## src/rtl/pci_dec_pkg.sv

```systemverilog
package pci_dec_pkg;

    typedef enum logic [1:0] {
        SP_NONE = 2'd0,
        SP_CFG  = 2'd1,
        SP_IO   = 2'd2,
        SP_MEM  = 2'd3
    } space_e;

    typedef struct packed {
        logic       hit;
        space_e     space;
        logic       func;
        logic       wr;
        logic [7:0] off;
        logic       ovl;
    } dec_t;

endpackage

```

## src/rtl/pci_cmd_decode.sv

```systemverilog
module pci_cmd_decode (
    input  logic [3:0] cmd_i,
    output logic       is_cfg_o,
    output logic       is_io_o,
    output logic       is_mem_o,
    output logic       is_wr_o
);
    always_comb begin
        is_cfg_o = 1'b0;
        is_io_o  = 1'b0;
        is_mem_o = 1'b0;
        is_wr_o  = cmd_i[0];
        case (cmd_i)
            4'b1010, 4'b1011: is_cfg_o = 1'b1;
            4'b0010, 4'b0011: is_io_o  = 1'b1;
            4'b0110, 4'b0111: is_mem_o = 1'b1;
            default:          is_wr_o  = 1'b0;
        endcase
    end
endmodule

```

## src/rtl/pci_bar_match.sv

```systemverilog
module pci_bar_match #(
    parameter int AW = 32,
    parameter int OW = 8,
    localparam int BW = AW - OW
) (
    input  logic [AW-1:0] ad_i,
    input  logic [BW-1:0] base_i,
    input  logic          en_i,
    output logic          match_o
);
    always_comb begin
        match_o = en_i && (ad_i[AW-1:OW] == base_i);
    end
endmodule

```

## src/rtl/pci_dual_target_decode.sv

```systemverilog
module pci_dual_target_decode
    import pci_dec_pkg::*;
#(
    parameter int AW = 32,
    parameter int OW = 8,
    localparam int BW = AW - OW,
    localparam int NF = 2,
    localparam int FN_LSB = OW
) (
    input  logic               clk,
    input  logic               rst_n,
    input  logic               frame_n_i,
    input  logic               irdy_n_i,
    input  logic               idsel_i,
    input  logic [AW-1:0]      ad_i,
    input  logic [3:0]         cmd_i,
    input  logic [NF-1:0][BW-1:0] io_base_i,
    input  logic [NF-1:0]      io_en_i,
    input  logic [NF-1:0][BW-1:0] mem_base_i,
    input  logic [NF-1:0]      mem_en_i,
    output logic               hit_o,
    output logic [1:0]         space_o,
    output logic               func_o,
    output logic               write_o,
    output logic [7:0]         offset_o,
    output logic               overlap_o
);

    typedef struct packed {
        logic frame_prev;
        dec_t res;
    } state_t;

    state_t st_d, st_q;
    dec_t   dec_new;
    logic   is_cfg, is_io, is_mem, is_wr;
    logic   addr_phase;
    logic [NF-1:0] io_m, mem_m, sel_m;

    pci_cmd_decode u_cmd (
        .cmd_i    (cmd_i),
        .is_cfg_o (is_cfg),
        .is_io_o  (is_io),
        .is_mem_o (is_mem),
        .is_wr_o  (is_wr)
    );

    for (genvar f = 0; f < NF; f++) begin : g_fn
        pci_bar_match #(.AW(AW), .OW(OW)) u_io (
            .ad_i    (ad_i),
            .base_i  (io_base_i[f]),
            .en_i    (io_en_i[f]),
            .match_o (io_m[f])
        );
        pci_bar_match #(.AW(AW), .OW(OW)) u_mem (
            .ad_i    (ad_i),
            .base_i  (mem_base_i[f]),
            .en_i    (mem_en_i[f]),
            .match_o (mem_m[f])
        );
    end

    always_comb begin
        addr_phase = !frame_n_i && st_q.frame_prev;
        sel_m      = is_io ? io_m : (is_mem ? mem_m : '0);
        dec_new    = '0;
        if (is_cfg) begin
            if (idsel_i && (ad_i[FN_LSB+2:FN_LSB+1] == 2'b00)) begin
                dec_new.hit   = 1'b1;
                dec_new.space = SP_CFG;
                dec_new.func  = ad_i[FN_LSB];
            end
        end else if (|sel_m) begin
            dec_new.hit   = 1'b1;
            dec_new.space = is_io ? SP_IO : SP_MEM;
            dec_new.func  = !sel_m[0];
            dec_new.ovl   = &sel_m;
        end
        if (dec_new.hit) begin
            dec_new.wr  = is_wr;
            dec_new.off = ad_i[7:0];
        end

        st_d            = st_q;
        st_d.frame_prev = frame_n_i;
        if (addr_phase) begin
            st_d.res = dec_new;
        end else if (frame_n_i && irdy_n_i) begin
            st_d.res = '0;
        end
    end

    always_ff @(posedge clk or negedge rst_n) begin
        if (!rst_n) begin
            st_q            <= '0;
            st_q.frame_prev <= 1'b1;
        end else begin
            st_q <= st_d;
        end
    end

    assign hit_o     = st_q.res.hit;
    assign space_o   = st_q.res.space;
    assign func_o    = st_q.res.func;
    assign write_o   = st_q.res.wr;
    assign offset_o  = st_q.res.off;
    assign overlap_o = st_q.res.ovl;

    // configuration without chip select is never claimed
    a_r3_no_idsel_no_claim: assert property (@(posedge clk) disable iff (!rst_n)
        (addr_phase && is_cfg && !idsel_i) |=> !hit_o);

    // unlisted commands are never claimed
    a_r7_unknown_cmd: assert property (@(posedge clk) disable iff (!rst_n)
        (addr_phase && !is_cfg && !is_io && !is_mem) |=> !hit_o);

    // overlap only with a hit and function A selected
    a_r9_overlap_prio: assert property (@(posedge clk) disable iff (!rst_n)
        overlap_o |-> (hit_o && !func_o));

    // decode is held through the data phases
    a_r10_hold: assert property (@(posedge clk) disable iff (!rst_n)
        (!st_q.frame_prev && !(frame_n_i && irdy_n_i)) |=> $stable(st_q.res));

    // bus idle clears the decode
    a_r10_clear: assert property (@(posedge clk) disable iff (!rst_n)
        (frame_n_i && irdy_n_i) |=> (!hit_o && !overlap_o));

endmodule

```

## config.mk

```make
export PLATFORM = sky130hd
export DESIGN_NAME = pci_dual_target_decode
export DESIGN_NICKNAME = d
export VERILOG_FILES = /design/src/rtl/pci_dec_pkg.sv /design/src/rtl/pci_cmd_decode.sv /design/src/rtl/pci_bar_match.sv /design/src/rtl/pci_dual_target_decode.sv
export SDC_FILE = /design/constraint.sdc
export NUM_CORES = 1
export LEC_CHECK = 0
export BUFFER_PORTS_ARGS = -buffer_cell sky130_fd_sc_hd__buf_4
export CAP_MARGIN = 10
export CORE_MARGIN = 2
export CORE_UTILIZATION = 37
export CTS_CLUSTER_DIAMETER = 50
export CTS_CLUSTER_SIZE = 25
export DETAILED_ROUTE_END_ITERATION = 12
export PLACE_DENSITY = 0.78
export SYNTH_ARGS = -nofsm -noshare
export SYNTH_HDL_FRONTEND = slang
export SYNTH_HIERARCHICAL = 1
export SYNTH_SLANG_ARGS = --single-unit
```

## constraint.sdc

```tcl
create_clock -name clk -period 1.2 [get_ports clk]
set_input_delay 0.3 -clock clk [delete_from_list [all_inputs] [get_ports clk]]
set_output_delay 0.3 -clock clk [all_outputs]
set_load 0.01 [all_outputs]
```

==> run_results.csv, run 1 <==
group,metric,value,unit
pwr,power_density,534,nW/µm²
pwr,power_leakage,0.00173,µW
timing,report.final.slew_viol_count,0,
finish,mostFrequentLayoutCells,"171 x buf_4, 57 x xor2_1, 36 x xnor2_1",
floorplanning,start_util,39.0,%
global_routing,antenna_found_initial,0,
setup_path,endpoint_kind,"flop",
timing,max_freq,548,MHz
setup_path,cp_num_buf_inv,3,
finish,nets,549,
global_routing,grt.overflow.total,0,
timing,hold_viol,0,
yosys,syn_area_per_cell,8.80,µm²
floorplanning,die-area,6050,µm²
global_routing,grt_pass1_vias,2543,
floorplanning,fp.coreArea,5170,µm²
timing,setup_ws,-0.624,ns
status,status,"finished, violations left",
setup_path,crit_top_cell,"o221ai_2",
timing,timing.final.crit_share,152,%
finish,drive_gt1_share,53.8,%
route,drc,0,
finish,multi_input_area,1570,µm²
timing,rsz0062_at_grt,"true",
setup_path,critical_path_class,"input port to flop",
timing,finalSetupViolCount,14,
worst_hold_path,hold_class,"input port to flop",
yosys,yosysSeqAreaShare,18.7,%
yosys,synth_nets,370,
route,num_vias,2307,
global_routing,grt_use_total,24.5,%
setup_path,crit_chain,"buf_6, buf_4, xor2_1, nor4_1, nand3_1, nor4_4, o21a_1, o221ai_2, buf_12, o221ai_2",
finish,num_antenna_cells,0,
timing,tns,-8.21,ns
placed_design,pre_cts_ws,-0.997,ns
yosys,ys_ff_latch,15,
floorplanning,ios,155,
timing,whs,0.198,ns
timing,slew-limit-headroom,76.6,%
timing,fin_skew,0.00408,ns
global_routing,grt_max_degree,16,
timing,tightest_slew,0.349,ns
setup_path,path_max_fanout,12,
clocking,cts_buffer_depth,2,
clocking,root_buffer,"clkbuf_8",
route,ant_nets,0,
yosys,ys_warn_count,6,
setup_path,worstPathRequired,1.36,ns
yosys,ys_types,34,
finish,area_delta_synth_final,79.7,%
clocking,cts_made_buffers,3,
yosys,synth_area,2020,µm²
flow_run,drv_cap,0,
setup_path,startpoint_type,"input port",
setup_path,arrival,1.98,ns
clocking,clock_sinks,15,
finish,final_common_cell,"buf_4",
route,wl,7.47,mm
status,violations,"setup timing",
placed_design,gp_congestion,0.940,
placed_design,io_buffers,154,
clocking,htreeDepth,1,
clocking,cts_tree,"done",
route,vias_per_cell,4.84,
clocking,clock_latency,0.25,ns
setup_path,slowest_stage,"nor4_1",
yosys,syn-instance-count,229,
route,drt-pass1-iter-count,4,
timing,finalCriticalPeriod,1.82,ns
finish,fill_cells,420,
route,drt_iter0_markers,72,
floorplanning,num_rows,26,
global_routing,grt_pass1_wl,11.9,mm
pwr,irDropWorstVdd,0.431,mV
placed_design,dp.final_hpwl,6.01,mm
floorplanning,die_h,77.8,µm
clocking,clk_pin_slew,0.06,ns
setup_path,path_delay_family,"simple AND/OR/NAND/NOR gates",
setup_path,max_stage_delay,0.26,ns
floorplanning,die_x,77.8,µm
route,wl_per_cell,15.7,µm
finish,final-seq-area,377,µm²
## cell usage after synthesis
| cell type | n | area (µm²) |
|---|---|---|
| a21oi_1 | 1 | 5.00 |
| a22o_1 | 1 | 8.76 |
| a31oi_1 | 1 | 6.26 |
| and3b_1 | 1 | 8.76 |
| and4bb_1 | 1 | 12.5 |
| buf_2 | 1 | 5.00 |
| buf_4 | 11 | 82.6 |
| buf_6 | 2 | 22.5 |
| dfrtp_1 | 14 | 350 |
| dfstp_2 | 1 | 26.3 |
| inv_1 | 11 | 41.3 |
| mux2i_1 | 1 | 10.0 |
| nand2_1 | 26 | 97.6 |
| nand2_2 | 1 | 6.26 |
| nand2b_1 | 1 | 6.26 |
| nand3_1 | 10 | 50.1 |
| nand3b_1 | 1 | 7.51 |
| nand4_1 | 8 | 50.1 |
| nor2_1 | 1 | 3.75 |
| nor2b_1 | 1 | 6.26 |
| nor3_1 | 4 | 20.0 |
| nor3b_2 | 1 | 12.5 |
| nor3b_4 | 1 | 18.8 |
| nor4_1 | 12 | 75.1 |
| nor4_2 | 4 | 50.1 |
| o211ai_1 | 1 | 7.51 |
| o21a_1 | 1 | 7.51 |
| o21ai_0 | 1 | 5.00 |
| o21ai_2 | 1 | 8.76 |
| o221ai_1 | 2 | 17.5 |
| o221ai_2 | 9 | 135 |
| o311a_1 | 1 | 10.0 |
| xnor2_1 | 36 | 315 |
| xor2_1 | 60 | 526 |
## where the power goes
| part | total, µW | leakage, µW | switching, µW | internal [µW] |
|---|---|---|---|---|
| Combinational | 998 | 0.00150 | 401 | 597 |
| Clock | 405 | 0.0000255 | 175 | 230 |
| Sequential | 531 | 0.000204 | 9.69 | 521 |
| Total | 1930 | 0.00173 | 586 | 1350 |
## worst register-to-register path, stage by stage, from the launching register on
cell	delay [ns]
dfstp_2	0.54
and4bb_1	0.25
nand2_2	0.23
o211ai_1	0.26
## repair_timing
action / CTS / global route
buffers inserted: 3 / 2
endpoints found under the setup margin: 14 / 14
hold buffers: 1 / 0
pin swaps: 3 / 6
endpoints found under the hold margin: 14 / 0
resized for setup: 24 / 5
## area by class of cell
class | count | area share [%]
clock buffers | 3 | 1.14
clock inverters | 1 | 0.138
inverters | 11 | 1.14
multi-input cells | 189 | 43.3
flip-flops and latches | 15 | 10.4
well taps | 70 | 2.42
repair buffers | 188 | 41.5
## flip-flops by register name, indices dropped and copies added (netlist names)
signal,cells
st_q,1
hit_o,1
offset_o,8
space_o,2
func_o,1
write_o,1
overlap_o,1
## layer usage
layer	share of wire, %	global-route usage, %	up-vias
met5	0	0	-
met4	2.0	6.79	0
met3	6.0	4.53	16
met2	53	46.8	104
met1	39	27.2	1054
li1	-	-	1133
## per-stage QoR
step                instances  total power [µW]  util, %  instance area [µm²]
floorplan                 229               886        -                 2020
global placement          467              1450     65.4                 3380
detailed placement        467              1480     65.4                 3380
CTS                       475              1930     69.1                 3570
global route              477              2040     70.0                 3620
finish                    477              1930     70.0                 3620
## cell families (layout without fill, tap and decap cells)
group           Yosys count  in the layout  share of synthesized area (%)
compound gates           19             19                           10.5
xor+xnor                 96             96                           41.7
buf+inv                  25            203                           7.51
flops                    15             15                           18.7
mux                       1              1                          0.497
simple gates             73             73                           21.1
## worst paths after layout
| path | cells past startpoint | slack [ns] | start | to |
|---|---|---|---|---|
| min in group asynchronous | 2 | 0.46 | rst_n | hit_o$_DFFE_PN0P_ |
| hold reg to reg | 2 | 0.50 | offset_o[2]$_DFFE_PN0P_ | offset_o[2]$_DFFE_PN0P_ |
| hold / removal | 1 | 0.20 | frame_n_i | st_q[14]$_DFF_PN1_ |
| setup reg to reg | 3 | -0.16 | st_q[14]$_DFF_PN1_ | hit_o$_DFFE_PN0P_ |
| setup / recovery | 10 | -0.62 | ad_i[25] | offset_o[7]$_DFFE_PN0P_ |
| max in group asynchronous | 2 | 0.49 | rst_n | st_q[14]$_DFF_PN1_ |
(Power assumes the default switching activity.)
==> run 2: changes to the inputs <==
--- a/config.mk
+++ b/config.mk
@@ -13,7 +13,9 @@
 export CTS_CLUSTER_SIZE = 25
 export DETAILED_ROUTE_END_ITERATION = 12
 export PLACE_DENSITY = 0.78
+export SETUP_SLACK_MARGIN = 0.05
 export SYNTH_ARGS = -nofsm -noshare
 export SYNTH_HDL_FRONTEND = slang
 export SYNTH_HIERARCHICAL = 1
 export SYNTH_SLANG_ARGS = --single-unit
+export TNS_END_PERCENT = 20
==> run 2 against run 1 <==
The run still ends with setup timing left; utilization is 2.5 points lower; combinational power is 4.3% lower; global-route usage is 1.1 points lower; first-iteration DRC count is 42% lower; worst setup slack better by 0.038 ns; power is 1.5% lower; hold slack worse by 0.0063 ns; die area stayed put; sequential cell count stayed put; sequential power hardly changed; clock power is 3% higher; wire length is 4.1% lower; largest cell class unchanged; largest power group unchanged.
==> run_results.csv, run 2 (synthesized netlist as in run 1, its figures left out) <==
group,metric,value,unit
route,wl,7.16,mm
placed_design,gp_congestion,0.909,
timing,slew-limit-headroom,75.5,%
setup_path,arrival,1.95,ns
finish,area_delta_synth_final,73.4,%
setup_path,path_max_fanout,12,
setup_path,reg2reg_slack,-0.15,ns
finish,multi_input_area,1580,µm²
placed_design,io_buffers,154,
setup_path,r2r-end,"hit_o$_DFFE_PN0P_",
route,vias_per_cell,4.88,
timing,rsz0062_at_grt,"true",
global_routing,grt_use_total,23.4,%
status,status,"finished, violations left",
finish,final-seq-area,377,µm²
flow_run,drv_cap,0,
floorplanning,fp.coreArea,5170,µm²
route,drc,0,
timing,hold_viol,0,
setup_path,slowest_stage,"nor4_2",
finish,fin_cells,465,
timing,finalCriticalPeriod,1.79,ns
placed_design,placedCellCount,459,
floorplanning,die-area,6050,µm²
setup_path,worstPathRequired,1.37,ns
clocking,cts_buffer_depth,2,
pwr,power,1900,µW
finish,num_antenna_cells,0,
finish,mostFrequentLayoutCells,"169 x buf_4, 59 x xor2_1, 36 x xnor2_1",
setup_path,startpoint_type,"input port",
floorplanning,num_rows,26,
clocking,cts_tree,"done",
status,violations,"setup timing",
finish,final_common_cell,"buf_4",
timing,finalSetupViolCount,14,
global_routing,grt_pass1_vias,2474,
floorplanning,ios,155,
clocking,clock_latency,0.25,ns
global_routing,grt_pass1_wl,11.4,mm
finish,drive_gt1_share,52.2,%
floorplanning,die_x,77.8,µm
setup_path,crit_top_cell,"o221ai_2",
timing,max_freq,560,MHz
finish,nets,537,
pwr,irDropWorstVdd,0.426,mV
route,num_vias,2267,
clocking,clock_sinks,15,
setup_path,r2r_start,"st_q[14]$_DFF_PN1_",
route,ant_nets,0,
route,wl_per_cell,15.4,µm
timing,tns,-7.70,ns
clocking,cts_made_buffers,3,
global_routing,grt.overflow.total,0,
worst_hold_path,hold_class,"input port to flop",
timing,whs,0.191,ns
route,drt-pass1-iter-count,6,
clocking,clk_pin_slew,0.06,ns
setup_path,cp-endpoint,"offset_o[7]$_DFFE_PN0P_",
timing,setup_ws,-0.587,ns
setup_path,reg2reg_depth,3,
finish,post-route-util,67.6,%
floorplanning,start_util,39.0,%
timing,fin_skew,0.00136,ns
route,drt_iter0_markers,42,
global_routing,antenna_found_initial,0,
finish,fill_cells,423,
timing,tightest_slew,0.365,ns
pwr,power_density,545,nW/µm²
setup_path,startpoint,"ad_i[15]",
pwr,power_leakage,0.00168,µW
setup_path,endpoint_kind,"flop",
clocking,root_buffer,"clkbuf_8",
floorplanning,die_h,77.8,µm
global_routing,grt_max_degree,16,
placed_design,dp.final_hpwl,6.05,mm
timing,timing.final.crit_share,149,%
finish,largest_reg_flops,8,
setup_path,max_stage_delay,0.40,ns
setup_path,critical_path_class,"input port to flop",
setup_path,crit_chain,"buf_6, xor2_1, nor4_2, nand3_2, nor4_4, o21a_1, o221ai_2, buf_12, o221ai_2",
timing,report.final.slew_viol_count,0,
clocking,htreeDepth,1,
run 2: cell type report:
| cell class | count | area share (%) |
|---|---|---|
| sequential | 15 | 10.8 |
| clock inverter | 1 | 0.143 |
| inverter | 11 | 1.18 |
| multi-input combinational | 189 | 45.2 |
| timing repair buffer | 176 | 39.0 |
| tap | 70 | 2.51 |
| clock buffer | 3 | 1.18 |
run 2: how the worst min path moves through the flow:
stage,startpoint,endpoint,slack [ns],depth (start not counted)
global placement,rst_n,space_o[1]$_DFFE_PN0P_,0.16,1
global route,frame_n_i,st_q[14]$_DFF_PN1_,0.18,1
CTS,frame_n_i,st_q[14]$_DFF_PN1_,0.18,1
detailed placement,rst_n,space_o[1]$_DFFE_PN0P_,0.17,1
finish,frame_n_i,st_q[14]$_DFF_PN1_,0.19,1
floorplan,rst_n,func_o$_DFFE_PN0P_,0.004,0
run 2: worst max-delay path, delay by kind of cell:
family	cells	cell delay [ns]
buf+inv	2	0.29
xor+xnor	1	0.15
simple gates	3	0.76
compound gates	3	0.46
run 2: routing by layer:
metal / up-vias / share of wire [%] / GRT usage, % / wire length, µm
met4: 0 / 1.8 / 6.43 / 129
met3: 12 / 5.3 / 3.14 / 382
met1: 1050 / 37 / 25.4 / 2670
met2: 89 / 56 / 46.3 / 3980
met5: - / 0 / 0 / 0
li1: 1116 / - / - / -
run 2: power by group:
group / total [µW] / leakage [µW] / internal (µW) / switching (µW)
Combinational: 955 / 0.00145 / 561 / 394
Clock: 418 / 0.0000255 / 230 / 188
Sequential: 530 / 0.000204 / 521 / 9.07
run 2: repair_timing:
action / CTS / global route
pin swaps: 8 / 5
hold endpoints to repair: 14 / 0
buffers inserted: 1 / 0
resized for setup: 14 / 4
endpoints found under the setup margin: 14 / 14
hold buffers: 1 / 0
run 2: through the flow:
| step | cell area [µm²] | worst slack (ns) |
|---|---|---|
| 2_1_floorplan | 2020 | -0.560 |
| 3_3_place_gp | 3320 | -0.975 |
| 3_5_place_dp | 3320 | -1.06 |
| 4_1_cts | 3470 | -0.576 |
| 5_1_grt | 3490 | -0.715 |
| 6_report | 3490 | -0.587 |
